<file path="src/rtl/irq_trig_pkg.sv">
package irq_trig_pkg;
  localparam int unsigned BANK_W   = 8;
  localparam int unsigned N_BANKS  = 2;
  localparam int unsigned N_LINES  = BANK_W * N_BANKS;
  localparam int unsigned IO_AW    = 16;
  localparam logic [IO_AW-1:0]   CTL_BASE  = 16'h04D0;
  // lines 0,1,2,8,13 are hard-wired to edge mode
  localparam logic [N_LINES-1:0] EDGE_ONLY = 16'h2107;
  typedef logic [BANK_W-1:0] bank_t;
endpackage

</file>
<file path="src/rtl/irq_ctl_regs.sv">
module irq_ctl_regs
  import irq_trig_pkg::*;
#(
  parameter int unsigned BANKS = N_BANKS,
  parameter int unsigned BW    = BANK_W,
  parameter int unsigned AW    = IO_AW,
  parameter logic [AW-1:0]       BASE  = CTL_BASE,
  parameter logic [BANKS*BW-1:0] FORCE = EDGE_ONLY
) (
  input  logic                clk,
  input  logic                rst_n,
  input  logic [AW-1:0]       io_addr,
  input  logic                io_wr,
  input  logic                io_rd,
  input  logic [BW-1:0]       io_wdata,
  output logic [BW-1:0]       io_rdata,
  output logic [BANKS*BW-1:0] level_sel
);
  localparam int unsigned LINES = BANKS * BW;

  logic [LINES-1:0] sel_q;
  logic [BANKS-1:0] hit;

  always_comb begin
    for (int b = 0; b < BANKS; b++)
      hit[b] = (io_addr == BASE + AW'(b));
  end

  always_ff @(posedge clk or negedge rst_n) begin
    if (!rst_n) begin
      sel_q <= '0;
    end else if (io_wr) begin
      for (int b = 0; b < BANKS; b++)
        if (hit[b])
          sel_q[b*BW +: BW] <= io_wdata & ~FORCE[b*BW +: BW];
    end
  end

  always_comb begin
    io_rdata = '0;
    if (io_rd)
      for (int b = 0; b < BANKS; b++)
        if (hit[b]) io_rdata = sel_q[b*BW +: BW];
  end

  assign level_sel = sel_q;

  p_edge_only_r4: assert property (@(posedge clk) disable iff (!rst_n)
    (sel_q & FORCE) == '0);

  p_foreign_addr_r1: assert property (@(posedge clk) disable iff (!rst_n)
    (io_wr && hit == '0) |=> $stable(sel_q));
endmodule

</file>
<file path="src/rtl/irq_line_cond.sv">
module irq_line_cond #(
  parameter int unsigned SYNC_STAGES = 2
) (
  input  logic clk,
  input  logic rst_n,
  input  logic irq_raw,
  input  logic ack,
  input  logic level_mode,
  output logic req
);
  // SYNC_STAGES synchronizer flops plus one history flop for edge detection
  logic [SYNC_STAGES:0] sh_q;
  logic                 pend_q;
  logic                 lvl;
  logic                 rise;

  assign lvl  = sh_q[SYNC_STAGES-1];
  assign rise = lvl & ~sh_q[SYNC_STAGES];

  always_ff @(posedge clk or negedge rst_n) begin
    if (!rst_n) begin
      sh_q   <= '0;
      pend_q <= 1'b0;
    end else begin
      sh_q <= {sh_q[SYNC_STAGES-1:0], irq_raw};
      if (level_mode)  pend_q <= 1'b0;
      else if (rise)   pend_q <= 1'b1;
      else if (ack)    pend_q <= 1'b0;
    end
  end

  assign req = level_mode ? lvl : pend_q;

  p_rise_sets_r5: assert property (@(posedge clk) disable iff (!rst_n)
    (!level_mode && rise) |=> (pend_q || level_mode));

  p_sticky_r5: assert property (@(posedge clk) disable iff (!rst_n)
    (!level_mode && pend_q && !ack) |=> (pend_q || level_mode));

  p_ack_clears_r7: assert property (@(posedge clk) disable iff (!rst_n)
    (!level_mode && pend_q && ack && !rise) |=> !pend_q);

  p_switch_clean_r8: assert property (@(posedge clk) disable iff (!rst_n)
    $fell(level_mode) |-> !pend_q);
endmodule

</file>
<file path="src/rtl/irq_trigger_sel.sv">
module irq_trigger_sel
  import irq_trig_pkg::*;
#(
  parameter int unsigned LINES = N_LINES,
  parameter int unsigned BW    = BANK_W,
  parameter int unsigned AW    = IO_AW
) (
  input  logic             clk,
  input  logic             rst_n,
  input  logic [AW-1:0]    io_addr,
  input  logic             io_wr,
  input  logic             io_rd,
  input  logic [BW-1:0]    io_wdata,
  output logic [BW-1:0]    io_rdata,
  input  logic [LINES-1:0] irq_in,
  input  logic [LINES-1:0] irq_ack,
  output logic [LINES-1:0] irq_req
);
  localparam int unsigned BANKS = LINES / BW;

  logic [LINES-1:0] level_sel;

  irq_ctl_regs #(
    .BANKS(BANKS), .BW(BW), .AW(AW),
    .BASE(AW'(CTL_BASE)), .FORCE(LINES'(EDGE_ONLY))
  ) u_regs (
    .clk(clk), .rst_n(rst_n), .io_addr(io_addr), .io_wr(io_wr),
    .io_rd(io_rd), .io_wdata(io_wdata), .io_rdata(io_rdata),
    .level_sel(level_sel)
  );

  for (genvar i = 0; i < LINES; i++) begin : g_line
    irq_line_cond #(.SYNC_STAGES(2)) u_cond (
      .clk(clk), .rst_n(rst_n), .irq_raw(irq_in[i]), .ack(irq_ack[i]),
      .level_mode(level_sel[i]), .req(irq_req[i])
    );
  end
endmodule

</file>
<file path="config.mk">
export PLATFORM = sky130hd
export DESIGN_NAME = irq_trigger_sel
export DESIGN_NICKNAME = d
export VERILOG_FILES = /design/src/rtl/irq_trig_pkg.sv /design/src/rtl/irq_ctl_regs.sv /design/src/rtl/irq_line_cond.sv /design/src/rtl/irq_trigger_sel.sv
export SDC_FILE = /design/constraint.sdc
export NUM_CORES = 1
export LEC_CHECK = 0
export BUFFER_PORTS_ARGS = -buffer_cell sky130_fd_sc_hd__buf_2
export CELL_PAD_IN_SITES_DETAIL_PLACEMENT = 0
export CELL_PAD_IN_SITES_GLOBAL_PLACEMENT = 2
export CORE_MARGIN = 5
export CORE_UTILIZATION = 36
export CTS_CLUSTER_SIZE = 40
export DETAILED_ROUTE_END_ITERATION = 16
export PLACE_DENSITY = 0.95
export SKIP_CTS_REPAIR_TIMING = 1
export SLEW_MARGIN = 15
export SYNTH_ARGS = -nofsm -noshare
export SYNTH_HDL_FRONTEND = slang
export SYNTH_SLANG_ARGS = --single-unit
</file>
<file path="constraint.sdc">
create_clock -name clk -period 3.95 [get_ports clk]
set_input_delay 0.79 -clock clk [delete_from_list [all_inputs] [get_ports clk]]
set_output_delay 0.79 -clock clk [all_outputs]
set_load 0.01 [all_outputs]
</file>
Word-level counts from Yosys, hierarchy flattened --
Index checks and enable logic that the tools add are counted. Widths: inputs -> output; s select.
Word-level totals: logic and storage cells 143, input port bits 60, output and inout bits 24, register bits 75
Cells by class: eq/ne operators 2, bitwise gates (word level) 32, multiplexer cells 57, reduce and logical (&&, ||, !) cells 18
Operators with widths (number):
- $mux 1 | 54
- $reduce_bool 3->1 | 11
- $eq 16x11->1 const B | 2
- $mux 8 | 3
- $and 1x1->1 | 16
- $not 1->1 | 16
- $reduce_bool 2->1 | 5
- $reduce_and 2->1 | 2

Longest topological paths before layout --
Gate-level depths: netlist of run 1.
word-level depth 4, mapped depth 4, mapped depth without buffers 4

By module --
Synthesis of run 1 repeated with hierarchy kept, for this count alone.
Unflattened totals: cell total of the unflattened synthesis 176, area, all modules 2762.6 um^2
Modules (own cells, without submodules):
- irq_line_cond | cells an instance 8, sequential area each 100.1 um^2, area each 135.1 um^2, times used 16
- irq_ctl_regs | cells an instance 48, sequential area each 275.3 um^2, area each 600.6 um^2, times used 1

Worst setup path after synthesis of run 1 --
No wires, ideal clock.
kind in2out, start point input port io_addr[11], end point output port io_rdata[3], required time 3.160 ns, path buffers 0, arrival time 1.873 ns, slack 1.287 ns, cell stages on the path 4, cell sequence nor4b_2 > nand4_1 > nor3b_1 > a22o_1
Between the ends: cells in the longest elaborated chain, start to end 4, elaborated cells on any way between the ends 5, classes of those cells eq/ne: 2; mux: 3
RTL lines:
- start, declared | RTL line irq_trigger_sel.sv:10 | input logic [AW-1:0] io_addr,
- $eq 16x11->1 | RTL line irq_ctl_regs.sv:26 | hit[b] = (io_addr == BASE + AW'(b));
- $mux 8 | RTL line irq_ctl_regs.sv:43 | if (hit[b]) io_rdata = sel_q[b*BW +: BW];
- $mux 8 * | RTL line irq_ctl_regs.sv:43
- $mux 8 * | RTL line irq_ctl_regs.sv:41 | if (io_rd)
- end, declared | RTL line irq_trigger_sel.sv:14 | output logic [BW-1:0] io_rdata,
Mark *: on every way between the ends. The rest lies on a longest branch, timed or not.

Worst setup path after layout of run 1 --
Ends and elaborated chain as after synthesis.

==> results.md, run 1 <==
- Syn avg cell area: 14.78 µm²
- DRT Pass-1 Iters: 4
- H-tree depth: 3
- Clk_lat worst skew: 0.34 ns
- Nature of the critical path endpoint: output port
- Startpoint types: input pin
- Worst r2r src: u_regs.level_sel[15]$_DFFE_PN0P_
- I/O Buffers: 81
- Hold crit path type: flip-flop to flip-flop
- WP buf/inv: 3
- CP Launch Point: io_addr[11]
- Post-Syn Area: 2690 µm²
- Number of synthesis warnings: 0
- Io pins: 84
- Final WL: 4.617 mm
- DR vias: 1549
- Final setup vio count: 0
- WP data arrival: 2.27 ns
- CTS Buf Count: 9
- Initial antenna violation count: 0
- FILL cells: 694
- Clock transition at path regs: 0.07 ns
- PD cells: 454.9 nW/µm²
- Max Buffers Root-to-Sink: 2
- Hold Fails Final Rpt: 0
- Die ar.: 9302 µm²
- Peak VDD IR: 0.2096 mV
- RSZ-0062 raised after global routing: no
- Slowest cell delay on critical path: 0.42 ns
- Synth cell types: 21
- Clock sinks: 75
- Peak fanout along the critical path: 3
- Synth Net Count: 242
- Min Tclk post-route: 3.061 ns
- Worst-Margin Slew: 0.8886 ns
- Via-per-instance ratio: 4.279
- Synth area leaders: dfrtp_1 (70%), mux2_2 (9.2%), nand2b_1 (5.1%)
- Sequential share of the synthesized area: 0.6977
- Yosys top cell by area: dfrtp_1
- Crit-path slowest cell: nor3b_1
- Post-DP Area: 3102 µm²
- Yosys top cell area share: 0.6977
- Critical-path cell list: buf_2, nor4b_2, nand4_1, nor3b_1, buf_4, a22o_1, buf_2
- CTS tree: done
- First-pass GRT wire length: 7.182 mm
- Worst R2R Path Depth: 1
- Wire length per cell: 12.75 µm
- Status: complete, no violations
- GPL Wtd Cong: 0.6491
- Largest net degree at the start of global routing: 76
- Critical path class: input pin to output port
- Hold Path Cell Cnt: 0
- Fmax: 326.7 MHz
- Layout net count: 318
- Most used cell, CP: buf_2
- GRT Overall Usage: 0.1066
- Tcrit/Tclk final: 0.7748
- Vias in the first global route: 1523
- Setup TNS: 0 ns
- Critical path's top delay family: simple AND/OR/NAND/NOR gates
- Hpwl dp: 3.372 mm
- Die H: 96.45 µm
- DRC errors left: 0
- Initial Util: 0.3709
- N_diodes: 0
- Max-slew headroom: 0.4076
- Crit. path cell count: 7
- GR Overflow Total: 0
- Share of post-route cells with drive strength above 1: 0.4753
- Critical hold path startpoint: g_line[6].u_cond.sh_q[0]$_DFF_PN0_
- Slew Viols, Final: 0
- Row count: 31
- Iteration-0 DRC count of the detailed router: 31
- Routed Antenna Nets: 0
- WHS: 0.3512 ns
- #FFs+latches synth: 75
- Core ar.: 7253 µm²
- Cell leakage power: 1.635 nW
- Root buffer cell: clkbuf_8
- Maxcap violations: 0
- Design area: 3301 µm²
- Design Power: 1.502 mW
- CP required: 3.16 ns
- Area Overhead vs Synth: 22.70%
- Die X: 96.45 µm
- Mapped Cells: 182
- Clock Skew: 0.008431 ns
==> per-layer routing <==
metal	routed length (µm)	track usage	part of all wire
met5	0	0	0
met2	2009	0.1489	0.44
met1	2042	0.1395	0.44
met4	106	0.06659	0.023
met3	459	0.03950	0.099
==> state kept, by name (all words and copies together), names as in the netlist <==
register / flops
g_line.u_cond.sh_q: 48
u_regs.level_sel: 11
g_line.u_cond.pend_q: 16
==> final cells by class <==
| class | instances | area, µm² | share of cell area |
|---|---|---|---|
| inverters | 10 | 37.54 | 0.01137 |
| multi-input cells | 80 | 648.1 | 0.1964 |
| well taps | 99 | 123.9 | 0.03753 |
| clock inverters | 7 | 75.07 | 0.02274 |
| flip-flops and latches | 75 | 1877 | 0.5686 |
| repair buffers | 82 | 415.4 | 0.1259 |
| clock buffers | 9 | 123.9 | 0.03753 |
==> synthesized netlist by cell type (all sizes together) <==
cell type   n
a21oi      11
a22o        4
and2        3
and4b       1
buf        17
conb        1
dfrtp      75
inv        10
mux2       22
nand2       2
nand2b     22
nand4       2
nor2        2
nor3        1
nor3b       2
nor4        1
nor4b       1
o22ai       5
==> metrics by stage <==
stage	instances	utilization	setup slack [ns]
final	362	0.4551	0.8895
after global routing	362	0.4551	0.7769
after CTS	362	0.4551	0.8621
after detailed placement	346	0.4276	0.8660
after global placement	346	0.4276	0.8659
after floorplan	182	-	1.287
==> power by group <==
part | switching (mW) | total (mW) | leakage [nW] | internal [mW]
logic | 0.0490 | 0.101 | 0.624 | 0.0518
registers | 0.0160 | 0.823 | 0.907 | 0.807
clock network | 0.282 | 0.578 | 0.104 | 0.296
total | 0.347 | 1.50 | 1.64 | 1.15
==> cell families (layout without fill, tap and decap cells) <==
kind of cell	Yosys count	in the layout	synth area share
compound gates	20	20	0.04511
buf+inv	27	108	0.06140
flops	75	75	0.6977
mux	22	22	0.09209
other cells	1	1	0.001394
simple gates	37	37	0.1023
==> worst paths after layout <==
| check | endpoint | slack (ns) |
|---|---|---|
| max | io_rdata[3] | 0.89 |
| min | g_line[6].u_cond.sh_q[1]$_DFF_PN0_ | 0.35 |
| max reg2reg | u_regs.level_sel[15]$_DFFE_PN0P_ | 3.15 |
| min reg2reg | g_line[6].u_cond.sh_q[1]$_DFF_PN0_ | 0.35 |
| max in group asynchronous | u_regs.level_sel[14]$_DFFE_PN0P_ | 2.80 |
| min in group asynchronous | g_line[12].u_cond.sh_q[0]$_DFF_PN0_ | 0.57 |
==> cell usage in the layout, fill, tap and decap left out, types with 2 or more instances in the layout <==
master / count
buf_2: 80
dfrtp_1: 75
mux2_2: 22
nand2b_1: 22
a21oi_1: 11
inv_1: 10
clkbuf_8: 9
o22ai_1: 5
a22o_1: 4
and2_1: 3
nand2_1: 2
clkinv_2: 2
clkinv_4: 2
inv_6: 2
buf_4: 2
No activity file was read; power rests on OpenSTA's default activity.
==> inputs of run 2 (changes only) <==
- ABC_AREA: unset -> 1
- CORE_UTILIZATION: 36 -> 31
- PLACE_DENSITY: 0.95 -> 0.89
- clock period: 3.95 -> 3.2 ns (I/O delays scaled with it)
==> run 2 against run 1 <==
  * Non-clock buffer count shrank 1
  * Die area grew 18%
  * Sequential cell count is the same
  * First-iteration DRC count grew 9.7%
  * Synthesized cell count grew 36%
  * Via count grew 19%
  * Clock skew is essentially flat
  * Final cell count grew 20%
  * Highest routed layer is now met5
  * Critical path type unchanged
  * Clock power grew 16%
  * Largest cell class unchanged
  * Design area grew 2.1%
  * Hold slack lost 0.0027 ns
==> results.md, run 2 <==
- Synth cell count leaders: dfrtp_1 (75), nand2_1 (57), inv_1 (32), buf_4 (17), o22ai_1 (16)
- Post-Syn Area: 2791 µm²
- Largest reg by FF count: g_line.u_cond.sh_q
- Clock Power Share: 0.370
- Critical path's top delay family: simple AND/OR/NAND/NOR gates
- Cell leakage power: 1.715 nW
- Initial Util: 0.3185
- DRT Pass-1 Iters: 4
- Routed Antenna Nets: 0
- Initial antenna violation count: 2
- CP required: 2.56 ns
- RSZ-0062 raised after global routing: no
- Finished Layout Cells: 433
- Clk_lat worst skew: 0.35 ns
- Critical-path cell list: buf_2, nor2_1, nand2_1, nor2_4, nand2_1, nand2_1, o21ai_1, buf_2
- Wire length per cell: 11.96 µm
- Slew Viols, Final: 0
- Reg-to-reg slack, setup: 2.35 ns
- Most frequent cells in the layout: buf_2 (80), dfrtp_1 (75), nand2_1 (57)
- Final core occ: 0.3846
- First-pass GRT wire length: 8.880 mm
- Row count: 34
- Worst-Margin Slew: 0.9163 ns
- Final setup vio count: 0
- Largest net degree at the start of global routing: 76
- Core ar.: 8763 µm²
- Peak VDD IR: 0.2596 mV
- Synth area leaders: dfrtp_1 (67%), nand2_1 (7.7%), buf_4 (4.6%)
- DR vias: 1847
- Startpoint types: input pin
- Synth cell types: 18
- Dpl ws: 0.8358 ns
- Design Power: 1.814 mW
- Clock Skew: 0.008552 ns
- CTS Buf Count: 9
- GPL Wtd Cong: 0.6975
- Comb pwr share: 0.071
- Via-per-instance ratio: 4.266
- WP data arrival: 1.72 ns
- Layout net count: 380
- WP buf/inv: 2
- Sequential share of the synthesized area: 0.6723
- CTS tree: done
- Max reg flops: 48
- H-tree depth: 3
- Synth Net Count: 307
- Number of synthesis warnings: 0
- I/O Buffers: 81
- Setup TNS: 0 ns
- Slowest cell delay on critical path: 0.32 ns
- Nature of the critical path endpoint: output port
- Die H: 104.9 µm
- Maxcap violations: 0
- Final WL: 5.177 mm
- Status: complete, no violations
- Hold crit path type: flip-flop to flip-flop
- Hold Fails Final Rpt: 0
- Internal: 1.361 mW
- Share of post-route cells with drive strength above 1: 0.3600
- Yosys top cell by area: dfrtp_1
- Post-synth EDFFs: 0
- Iteration-0 DRC count of the detailed router: 34
- Fmax: 424.4 MHz
- Syn avg cell area: 11.30 µm²
- Clock transition at path regs: 0.08 ns
- Io pins: 84
- DRC errors left: 0
- Min Tclk post-route: 2.356 ns
- Count leader, synth: dfrtp_1
- Max-slew headroom: 0.3891
- Psw: 453.0 µW
- Yosys top cell area share: 0.6723
- Critical path class: input pin to output port
- Max Buffers Root-to-Sink: 2
- Tcrit/Tclk final: 0.7363
- Worst Setup Slack, final: 0.8438 ns
- Register share of total power: 0.559
- Post-DP Area: 3184 µm²
- Area Overhead vs Synth: 20.75%
- Design area: 3371 µm²
- Crit-path slowest cell: nor2_4
- Hpwl dp: 3.741 mm
- #FFs+latches synth: 75
- Dominant synthesized flop cell: dfrtp_1
- Clock sinks: 75
- Die ar.: 11000 µm²
- Post-synth ARST share: 1.000
- Peak fanout along the critical path: 13
- WHS: 0.3485 ns
- Most used cell, CP: nand2_1
- GR Overflow Total: 0
- Sw Share: 0.2497
- Placed insts: 417
- Root buffer cell: clkbuf_8
- GRT Overall Usage: 0.1014
- Die X: 104.9 µm
- Vias in the first global route: 1826
- Most common cell after layout, fill and taps aside: buf_2
- N_diodes: 0
- PD cells: 538.2 nW/µm²
- Mapped Cells: 247
==> run 2: changes by cell type after synthesis, sizes merged, moves of 3 or more <==
cell	before	now
nand3	0	8
a21oi	11	0
and2	3	0
nand2b	22	0
mux2	22	0
nand2	2	63
o21ai	0	15
a22o	4	0
inv	10	32
nor2	2	14
o22ai	5	16
==> run 2: kinds of logic after synthesis <==
kind of cell,after synthesis,share of synthesized area
DFF,75,0.6723
and+or+nand+nor,89,0.1587
buffers and inverters,51,0.09682
other,1,0.001343
AOI/OAI and AO/OA,31,0.07082
==> run 2: layout make-up <==
type,instances,area [µm²]
Timing Repair Buffer,81,407.9
Tap cell,108,135.1
Clock buffer,10,137.6
Sequential cell,75,1877
Multi-Input combinational cell,121,644.4
Fill cell,871,5393
Inverter,32,120.1
Clock inverter,6,48.80
==> run 2: final timing paths <==
| kind | startpoint | to | depth (start not counted) |
|---|---|---|---|
| setup / recovery | io_addr[9] | io_rdata[6] | 8 |
| hold / removal | g_line[12].u_cond.sh_q[0]$_DFF_PN0_ | g_line[12].u_cond.sh_q[1]$_DFF_PN0_ | 0 |
| setup reg to reg | u_regs.level_sel[15]$_DFFE_PN0P_ | g_line[15].u_cond.pend_q$_DFFE_PN0P_ | 3 |
| hold reg to reg | g_line[12].u_cond.sh_q[0]$_DFF_PN0_ | g_line[12].u_cond.sh_q[1]$_DFF_PN0_ | 0 |
| max in group asynchronous | rst_n | u_regs.level_sel[6]$_DFFE_PN0P_ | 1 |
| min in group asynchronous | rst_n | g_line[15].u_cond.sh_q[0]$_DFF_PN0_ | 1 |
==> run 2: per-layer routing <==
layer / vias up / part of all wire / global-route usage
li1: 912 / - / -
met1: 856 / 0.44 / 0.1320
met2: 62 / 0.45 / 0.1389
met3: 13 / 0.099 / 0.05857
met4: 4 / 0.011 / 0.03836
met5: - / 0.0048 / 0
==> run 2: power by group through the flow <==
stage	clock network, mW	registers, mW	logic [mW]
5_1_grt	0.750	1.02	0.149
6_report	0.672	1.01	0.129
3_5_place_dp	0	1.03	0.133
2_1_floorplan	0	1.03	0.0788
4_1_cts	0.700	1.01	0.134
3_3_place_gp	0	1.03	0.130
